[src/rtl/euler_pkg.sv]
// Package: shared encodings for the Euler integrator.
// Assumes: all modules of the block import it; no state is held here.
package euler_pkg;

    // Controller states: idle/load, six schedule slots, result write
    typedef enum logic [2:0] {
        ST_IDLE,
        ST_P1,
        ST_P2,
        ST_P3,
        ST_P4,
        ST_P5,
        ST_P6,
        ST_WRITE
    } state_t;

    // Operation of the shared arithmetic unit
    typedef enum logic [1:0] {
        OP_ADD,
        OP_SUB,
        OP_LT
    } alu_op_t;

    // Operand sources available to both shared units
    typedef enum logic [3:0] {
        SRC_X,
        SRC_Y,
        SRC_U,
        SRC_DX,
        SRC_A,
        SRC_THREE,
        SRC_T3X,
        SRC_UDX,
        SRC_PROD,
        SRC_T3Y,
        SRC_X1,
        SRC_DIFF,
        SRC_QTERM
    } src_t;

    localparam int SRC_COUNT = 13;

    // Destinations of the multiplier result
    typedef enum logic [2:0] {
        MD_NONE,
        MD_T3X,
        MD_UDX,
        MD_PROD,
        MD_T3Y,
        MD_QTERM
    } mul_dst_t;

    // Destinations of the arithmetic unit result
    typedef enum logic [2:0] {
        AD_NONE,
        AD_X1,
        AD_FLAG,
        AD_Y1,
        AD_DIFF,
        AD_U
    } alu_dst_t;

endpackage

[src/rtl/euler_mul.sv]
// Module: shared fixed-point multiplier.
// Does: a signed product of two Q(W-FRAC).FRAC words, shifted right by FRAC
// arithmetically and truncated to W bits. Purely combinational.
// Assumes: 0 < FRAC < W.
module euler_mul #(
    parameter int W    = 32,
    parameter int FRAC = 16
) (
    input  logic signed [W-1:0] op_a,
    input  logic signed [W-1:0] op_b,
    output logic signed [W-1:0] res
);
    localparam int PW = 2 * W;

    // Full-width signed product, rescaled and truncated in one expression
    assign res = W'(($signed({{W{op_a[W-1]}}, op_a}) * $signed({{W{op_b[W-1]}}, op_b})) >>> FRAC);

    initial begin
        if (FRAC <= 0 || FRAC >= W || PW != 2 * W) $error("euler_mul: bad FRAC");
    end
endmodule

[src/rtl/euler_alu.sv]
// Module: shared add / subtract / signed less-than unit.
// Does: one of three operations per cycle, picked by the controller.
// Assumes: wrapping two's-complement arithmetic; the compare result is in bit 0.
module euler_alu
    import euler_pkg::*;
#(
    parameter int W = 32
) (
    input  alu_op_t             op,
    input  logic signed [W-1:0] op_a,
    input  logic signed [W-1:0] op_b,
    output logic signed [W-1:0] res
);
    // Select the operation result
    always_comb begin
        unique case (op)
            OP_ADD:  res = op_a + op_b;
            OP_SUB:  res = op_a - op_b;
            OP_LT:   res = {{(W-1){1'b0}}, (op_a < op_b)};
            default: res = '0;
        endcase
    end
endmodule

[src/rtl/euler_ctrl.sv]
// Module: controller for the Euler integrator.
// Does: runs a fixed six-slot schedule per step and decodes the operand
// selects, destinations and ALU opcode from the state. Loops on the flag.
// Assumes: the flag is written in slot 2 and read in slot 6 of the same step.
module euler_ctrl
    import euler_pkg::*;
(
    input  logic     clk,
    input  logic     rst_n,
    input  logic     start,
    input  logic     c_flag,
    output logic     load,
    output logic     commit,
    output logic     wr_result,
    output logic     busy,
    output logic     done,
    output src_t     mul_sel_a,
    output src_t     mul_sel_b,
    output mul_dst_t mul_dst,
    output alu_op_t  alu_op,
    output src_t     alu_sel_a,
    output src_t     alu_sel_b,
    output alu_dst_t alu_dst
);
    state_t state_q, state_d;

    // State register and registered done pulse
    always_ff @(posedge clk) begin
        if (!rst_n) begin
            state_q <= ST_IDLE;
            done    <= 1'b0;
        end else begin
            state_q <= state_d;
            done    <= (state_q == ST_WRITE);
        end
    end

    // Next-state selection
    always_comb begin
        state_d = state_q;
        unique case (state_q)
            ST_IDLE:  if (start) state_d = ST_P1;
            ST_P1:    state_d = ST_P2;
            ST_P2:    state_d = ST_P3;
            ST_P3:    state_d = ST_P4;
            ST_P4:    state_d = ST_P5;
            ST_P5:    state_d = ST_P6;
            ST_P6:    state_d = c_flag ? ST_P1 : ST_WRITE;
            ST_WRITE: state_d = ST_IDLE;
            default:  state_d = ST_IDLE;
        endcase
    end

    // Per-slot decode of the shared units
    always_comb begin
        mul_sel_a = SRC_X;
        mul_sel_b = SRC_THREE;
        mul_dst   = MD_NONE;
        alu_op    = OP_ADD;
        alu_sel_a = SRC_X;
        alu_sel_b = SRC_DX;
        alu_dst   = AD_NONE;
        unique case (state_q)
            ST_P1: begin
                mul_sel_a = SRC_X;    mul_sel_b = SRC_THREE; mul_dst = MD_T3X;
                alu_op = OP_ADD; alu_sel_a = SRC_X;  alu_sel_b = SRC_DX;  alu_dst = AD_X1;
            end
            ST_P2: begin
                mul_sel_a = SRC_U;    mul_sel_b = SRC_DX;    mul_dst = MD_UDX;
                alu_op = OP_LT;  alu_sel_a = SRC_X1; alu_sel_b = SRC_A;   alu_dst = AD_FLAG;
            end
            ST_P3: begin
                mul_sel_a = SRC_T3X;  mul_sel_b = SRC_UDX;   mul_dst = MD_PROD;
                alu_op = OP_ADD; alu_sel_a = SRC_Y;  alu_sel_b = SRC_UDX; alu_dst = AD_Y1;
            end
            ST_P4: begin
                mul_sel_a = SRC_Y;    mul_sel_b = SRC_THREE; mul_dst = MD_T3Y;
                alu_op = OP_SUB; alu_sel_a = SRC_U;  alu_sel_b = SRC_PROD; alu_dst = AD_DIFF;
            end
            ST_P5: begin
                mul_sel_a = SRC_T3Y;  mul_sel_b = SRC_DX;    mul_dst = MD_QTERM;
            end
            ST_P6: begin
                alu_op = OP_SUB; alu_sel_a = SRC_DIFF; alu_sel_b = SRC_QTERM; alu_dst = AD_U;
            end
            default: ;
        endcase
    end

    assign load      = (state_q == ST_IDLE) && start;
    assign commit    = (state_q == ST_P6);
    assign wr_result = (state_q == ST_WRITE);
    assign busy      = (state_q != ST_IDLE);
endmodule

[src/rtl/euler_dp.sv]
// Module: datapath of the Euler integrator.
// Does: holds the state variables and scratch terms, and routes them to the
// one multiplier and the one ALU as the controller selects.
// Assumes: the controller never asserts load and commit in the same cycle.
module euler_dp
    import euler_pkg::*;
#(
    parameter int W    = 32,
    parameter int FRAC = 16
) (
    input  logic                clk,
    input  logic                rst_n,
    input  logic                load,
    input  logic                commit,
    input  logic                wr_result,
    input  logic signed [W-1:0] x_in,
    input  logic signed [W-1:0] y_in,
    input  logic signed [W-1:0] u_in,
    input  logic signed [W-1:0] dx_in,
    input  logic signed [W-1:0] a_in,
    input  src_t                mul_sel_a,
    input  src_t                mul_sel_b,
    input  mul_dst_t            mul_dst,
    input  alu_op_t             alu_op,
    input  src_t                alu_sel_a,
    input  src_t                alu_sel_b,
    input  alu_dst_t            alu_dst,
    output logic                c_flag,
    output logic signed [W-1:0] y_out
);
    localparam logic signed [W-1:0] THREE = W'(3) <<< FRAC;

    logic signed [W-1:0] x_q, y_q, u_q, dx_q, a_q;
    logic signed [W-1:0] t3x_q, udx_q, prod_q, t3y_q, qterm_q, x1_q, y1_q, diff_q;
    logic signed [W-1:0] src_vec [SRC_COUNT];
    logic signed [W-1:0] mul_a, mul_b, mul_res, alu_a, alu_b, alu_res;

    // Operand source table, indexed by the select encodings
    always_comb begin
        src_vec[SRC_X]     = x_q;
        src_vec[SRC_Y]     = y_q;
        src_vec[SRC_U]     = u_q;
        src_vec[SRC_DX]    = dx_q;
        src_vec[SRC_A]     = a_q;
        src_vec[SRC_THREE] = THREE;
        src_vec[SRC_T3X]   = t3x_q;
        src_vec[SRC_UDX]   = udx_q;
        src_vec[SRC_PROD]  = prod_q;
        src_vec[SRC_T3Y]   = t3y_q;
        src_vec[SRC_X1]    = x1_q;
        src_vec[SRC_DIFF]  = diff_q;
        src_vec[SRC_QTERM] = qterm_q;
    end

    assign mul_a = src_vec[mul_sel_a];
    assign mul_b = src_vec[mul_sel_b];
    assign alu_a = src_vec[alu_sel_a];
    assign alu_b = src_vec[alu_sel_b];

    euler_mul #(.W(W), .FRAC(FRAC)) u_mul (
        .op_a (mul_a),
        .op_b (mul_b),
        .res  (mul_res)
    );

    euler_alu #(.W(W)) u_alu (
        .op   (alu_op),
        .op_a (alu_a),
        .op_b (alu_b),
        .res  (alu_res)
    );

    // State variables: loaded on start, updated together at the end of a step
    always_ff @(posedge clk) begin
        if (!rst_n) begin
            x_q  <= '0;
            y_q  <= '0;
            u_q  <= '0;
            dx_q <= '0;
            a_q  <= '0;
        end else if (load) begin
            x_q  <= x_in;
            y_q  <= y_in;
            u_q  <= u_in;
            dx_q <= dx_in;
            a_q  <= a_in;
        end else if (commit) begin
            x_q <= x1_q;
            y_q <= y1_q;
            if (alu_dst == AD_U) u_q <= alu_res;
        end
    end

    // Scratch terms written by the multiplier
    always_ff @(posedge clk) begin
        if (!rst_n) begin
            t3x_q   <= '0;
            udx_q   <= '0;
            prod_q  <= '0;
            t3y_q   <= '0;
            qterm_q <= '0;
        end else begin
            unique case (mul_dst)
                MD_T3X:   t3x_q   <= mul_res;
                MD_UDX:   udx_q   <= mul_res;
                MD_PROD:  prod_q  <= mul_res;
                MD_T3Y:   t3y_q   <= mul_res;
                MD_QTERM: qterm_q <= mul_res;
                default:  ;
            endcase
        end
    end

    // Scratch terms and loop flag written by the ALU
    always_ff @(posedge clk) begin
        if (!rst_n) begin
            x1_q   <= '0;
            y1_q   <= '0;
            diff_q <= '0;
            c_flag <= 1'b0;
        end else begin
            unique case (alu_dst)
                AD_X1:   x1_q   <= alu_res;
                AD_Y1:   y1_q   <= alu_res;
                AD_DIFF: diff_q <= alu_res;
                AD_FLAG: c_flag <= alu_res[0];
                default: ;
            endcase
        end
    end

    // Result port: updated only when the controller writes the result
    always_ff @(posedge clk) begin
        if (!rst_n)         y_out <= '0;
        else if (wr_result) y_out <= y_q;
    end
endmodule

[src/rtl/euler_ode_core.sv]
// Module: top of the forward-Euler integrator for y'' + 3xy' + 3y = 0.
// Does: ties the controller to the datapath. One multiplier, one ALU.
// Assumes: operands are valid in the cycle where start is high and busy is low.
module euler_ode_core
    import euler_pkg::*;
#(
    parameter int W    = 32,
    parameter int FRAC = 16
) (
    input  logic                clk,
    input  logic                rst_n,
    input  logic                start,
    input  logic signed [W-1:0] x_in,
    input  logic signed [W-1:0] y_in,
    input  logic signed [W-1:0] u_in,
    input  logic signed [W-1:0] dx_in,
    input  logic signed [W-1:0] a_in,
    output logic                busy,
    output logic                done,
    output logic signed [W-1:0] y_out
);
    logic     load, commit, wr_result, c_flag;
    src_t     mul_sel_a, mul_sel_b, alu_sel_a, alu_sel_b;
    mul_dst_t mul_dst;
    alu_dst_t alu_dst;
    alu_op_t  alu_op;

    euler_ctrl u_ctrl (
        .clk       (clk),
        .rst_n     (rst_n),
        .start     (start),
        .c_flag    (c_flag),
        .load      (load),
        .commit    (commit),
        .wr_result (wr_result),
        .busy      (busy),
        .done      (done),
        .mul_sel_a (mul_sel_a),
        .mul_sel_b (mul_sel_b),
        .mul_dst   (mul_dst),
        .alu_op    (alu_op),
        .alu_sel_a (alu_sel_a),
        .alu_sel_b (alu_sel_b),
        .alu_dst   (alu_dst)
    );

    euler_dp #(.W(W), .FRAC(FRAC)) u_dp (
        .clk       (clk),
        .rst_n     (rst_n),
        .load      (load),
        .commit    (commit),
        .wr_result (wr_result),
        .x_in      (x_in),
        .y_in      (y_in),
        .u_in      (u_in),
        .dx_in     (dx_in),
        .a_in      (a_in),
        .mul_sel_a (mul_sel_a),
        .mul_sel_b (mul_sel_b),
        .mul_dst   (mul_dst),
        .alu_op    (alu_op),
        .alu_sel_a (alu_sel_a),
        .alu_sel_b (alu_sel_b),
        .alu_dst   (alu_dst),
        .c_flag    (c_flag),
        .y_out     (y_out)
    );
endmodule

[config.mk]
export PLATFORM = sky130hd
export DESIGN_NAME = euler_ode_core
export DESIGN_NICKNAME = d
export VERILOG_FILES = /design/src/rtl/euler_pkg.sv /design/src/rtl/euler_mul.sv /design/src/rtl/euler_alu.sv /design/src/rtl/euler_ctrl.sv /design/src/rtl/euler_dp.sv /design/src/rtl/euler_ode_core.sv
export SDC_FILE = /design/constraint.sdc
export NUM_CORES = 2
export LEC_CHECK = 0
export ABC_AREA = 0
export CORE_AREA = 3 3 497 253
export CTS_CLUSTER_SIZE = 28
export DETAILED_ROUTE_END_ITERATION = 8
export DIE_AREA = 0 0 500 256
export DONT_BUFFER_PORTS = 1
export PLACE_DENSITY = 0.72
export REMOVE_ABC_BUFFERS = 1
export SLEW_MARGIN = 20
export SYNTH_ARGS = -nofsm -noshare
export SYNTH_HDL_FRONTEND = slang
export SYNTH_HIERARCHICAL = 1
export SYNTH_SLANG_ARGS = --single-unit
[constraint.sdc]
create_clock -name clk -period 8.3 [get_ports clk]
set_clock_uncertainty 0.05 [all_clocks]
set_input_delay 0.415 -clock clk [delete_from_list [all_inputs] [get_ports clk]]
set_output_delay 0.415 -clock clk [all_outputs]
set_load 0.05 [all_outputs]
==> impl_metrics.py <==
metrics = {
    "clocking": {
        "htreeDepth": 2,
        "cts.path.max_buffers": 3,
        "cts_tree": "done",
        "clock_latency_ps": 640,
        "clock_sinks": 453,
        "clk_pin_slew_ps": 80,
        "cts_made_buffers": 42,
        "cts_root_buf": "clkbuf_16",
    },
    "worst_setup_path": {
        "worstSetupStartpointType": "register",
        "crit_slowest_cell": "fa_2",
        "r2r_end": "u_dp/qterm_q[31]$_SDFFE_PN0N_",
        "path_max_fanout": 7,
        "ff2ff_path_depth": 40,
        "rrSetupSlack_ps": -1090,
        "slowest_delay_ps": 580,
        "worstSetupStartpoint": "u_ctrl/state_q[2]$_SDFFE_PN0P_",
        "end_kind": "register",
        "worstPathArrival_ps": 9900,
        "criticalPathCategory": "reg2reg",
        "cp.required_ps": 8820,
        "regToRegStartpoint": "u_ctrl/state_q[2]$_SDFFE_PN0P_",
    },
    "place": {
        "portBuffers": 0,
        "dp_hpwl_mm": 210,
        "place_ws_ps": -1530,
        "place_inst": 10000,
        "place.gp.congestion": 1.10,
    },
    "pwr": {
        "p_sw_mw": 8.62,
        "powerDensity_nw_per_um2": 214,
        "clkPwrFrac_pct": 13.0,
        "sw_frac_of_total_pct": 49.1,
        "pwr-share-comb_pct": 73.3,
        "p_leak_nw": 36.3,
        "seqPwrFrac_pct": 13.7,
        "total_power_mw": 17.6,
        "irDropWorstVdd_v": 0.000622,
        "p_int_mw": 8.93,
    },
    "timing": {
        "finalWorstSetupSlack_ps": -1090,
        "slew_violations": 30,
        "hold_viol_final": 0,
        "slew_headroom_pct": -109,
        "finalSetupTns_ps": -119130,
        "fmax_mhz": 107,
        "final.min_clock_period_ps": 9390,
        "finalCritPeriodShare_pct": 113,
        "grt_setup_unrepaired": "yes",
        "finalSetupViolCount": 168,
        "tightest_slew_ps": 3130,
    },
    "yosys": {
        "async_flop_share_pct": 0,
        "yosysSeqAreaShare_pct": 13.6,
        "ys_warn_count": 6,
        "netlist.area_leader.share_pct": 25.2,
        "syn_inst": 7957,
        "synth.area.top_cells": "fa_1 25%, mux2i_1 14%, dfxtp_1 14%, nand2_1 6.2%, and2_1 5.2%",
        "synth.cell_area_sq_um": 66800,
        "synth.avg_cell_area_sq_um": 8.40,
        "synth_top_flop_cell": "dfxtp_1",
        "ys_seq_elements": 453,
        "synth_cell_types": 101,
        "synth_edf_count": 0,
        "yosys.area.top_type": "fa_1",
    },
    "grt": {
        "grt_pass1_vias": 64800,
        "grt_usage_pct": 43.7,
        "grt_max_degree": 452,
        "grt_pass1_wl_mm": 421,
        "grt_overflow": 0,
        "antenna_found_initial": 11,
    },
    "worst_hold_path": {
        "min_delay_path_depth": 3,
        "hold_path_class": "in2reg",
        "holdPathEnd": "u_dp/u_q[10]$_SDFFE_PN0P_",
        "min_from": "u_in[10]",
    },
    "finish": {
        "finalNonFillerCells": 10400,
        "fin_util_pct": 67.1,
        "final_cell_mix": "1091 x nand2_1, 981 x buf_4, 884 x mux2i_1, 843 x inv_1, 812 x fa_1",
        "drive_above_1_share_pct": 18.3,
        "final_common_cell": "nand2_1",
        "area_growth_pct": 22.7,
        "fillers": 9795,
        "fin_nets": 9974,
    },
    "drt": {
        "wirelength_mm": 288,
        "vias": 66000,
        "vias_per_cell": 6.34,
        "first_pass_iters": 9,
        "ant_nets": 0,
        "avgRoutedWirePerCell_microns": 27.7,
        "drc": 48,
        "dr.first_iter.drc_count": 10100,
    },
    "floorplan": {
        "fp.coreArea_sq_um": 122000,
        "dieArea_sq_um": 128000,
        "die_y_microns": 256,
        "rows": 91,
        "die_w_microns": 500,
        "pin_count": 197,
        "start_util_pct": 54.7,
    },
    "outcome": {
        "violations": "design-rule violations, max-slew violations, negative setup slack",
        "status": "finished, violations left",
    },
    "job": {
        "drv_cap": 0,
    },
}
==> registers in the layout, indices dropped and copies added (netlist names), 3 cells and up <==
name / cells
u_ctrl/state_q: 3
u_dp/a_q: 32
u_dp/diff_q: 32
u_dp/dx_q: 32
u_dp/prod_q: 32
u_dp/qterm_q: 32
u_dp/t3x_q: 32
u_dp/t3y_q: 32
u_dp/u_q: 32
u_dp/udx_q: 32
u_dp/x1_q: 32
u_dp/x_q: 32
u_dp/y1_q: 32
u_dp/y_out: 32
u_dp/y_q: 32
==> synth_stat cells (all sizes together) (9+ instances only) <==
master and instances:
a2111oi 120, a211oi 136, a21boi 260, a21o 141, a21oi 104, a31oi 18, and2 560, and3 11
buf 229, clkbuf 392, dfxtp 453, fa 840, ha 231, inv 854, mux2 16, mux2i 914
mux4 20, nand2 1098, nand2b 26, nand3 25, nand3b 11, nand4 9, nor2 464, nor2b 135
nor3 143, nor3b 11, o211ai 16, o21ai 388, o21bai 10, o22ai 121, o31ai 11, or3 11
xnor2 71, xor2 18
==> critical path: cells and delay by family (launching register included) <==
family / cells / cell delay (ps)
and+or+nand+nor: 10 / 1530
DFF: 1 / 400
buffers and inverters: 13 / 1910
adders and majority gates: 9 / 4210
xor gates and xnor gates: 1 / 180
AOI/OAI and AO/OA: 7 / 1000
==> power groups by stage <==
stage	clock network (mW)	logic [mW]	registers, mW
2_1_floorplan	0	5.04	2.45
3_3_place_gp	0	10.2	2.43
3_5_place_dp	0	10.4	2.43
4_1_cts	2.26	11.7	2.39
5_1_grt	2.34	13.4	2.40
6_report	2.29	12.9	2.40
==> metrics by stage <==
step                hold WS, ps  cell area, sq um
finish                     7.30             82000
CTS                       -79.7             81100
global route               9.32             82000
floorplan                   393             63800
detailed placement          407             75700
global placement            401             75700
==> per-layer routing <==
metal	track usage (%)	wire [microns]	vias to the layer above
met1	63.2	117000	32300
met2	55.5	105000	5238
met5	0	345	-
met4	14.0	12600	18
met3	21.8	52800	896
li1	-	-	27600
==> timing repair <==
action	CTS	global route
pin swaps	44	68
hold buffers	211	2
buffers inserted	61	15
resized for setup	272	166
endpoints found under the hold margin	241	69
endpoints found under the setup margin	160	168
cloned	6	3
==> cell type report <==
cell class              count  area, sq um  share of cell area (%)
flip-flops and latches    453         9080                    11.1
well taps                1627         2040                    2.48
repair buffers           1360        12500                    15.3
clock buffers              54         1200                    1.46
multi-input cells        6027        53600                    65.4
diodes                     13         32.5                  0.0397
inverters                 856         3210                    3.92
clock inverters            23          285                   0.348
==> worst max-delay path by stage <==
stage / cells after the start / end / slack (ps)
after global placement: 39 / u_dp/udx_q[29]$_SDFFE_PN0N_ / -1540
final: 40 / u_dp/qterm_q[31]$_SDFFE_PN0N_ / -1090
after detailed placement: 38 / u_dp/qterm_q[31]$_SDFFE_PN0N_ / -1530
after floorplan: 31 / u_dp/t3x_q[23]$_SDFFE_PN0N_ / -13870
after global routing: 40 / u_dp/qterm_q[31]$_SDFFE_PN0N_ / -1250
after CTS: 40 / u_dp/t3y_q[31]$_SDFFE_PN0N_ / -880
==> cell families (layout without fill, tap and decap cells) <==
logic type / count (synthesis) / count (layout) / share of synthesized area, %
AND/OR/NAND/NOR: 2542 / 2542 / 17.9
multiplexers: 950 / 950 / 14.6
XOR/XNOR: 89 / 89 / 1.17
other: 2 / 16 / 0.0112
AO/OA/AOI/OAI: 1371 / 1371 / 13.8
adder cells (fa/ha/maj): 1072 / 1072 / 29.5
flip-flops: 453 / 453 / 13.6
buffers and inverters: 1478 / 2293 / 9.38
Power figures use the tool's default switching activity.
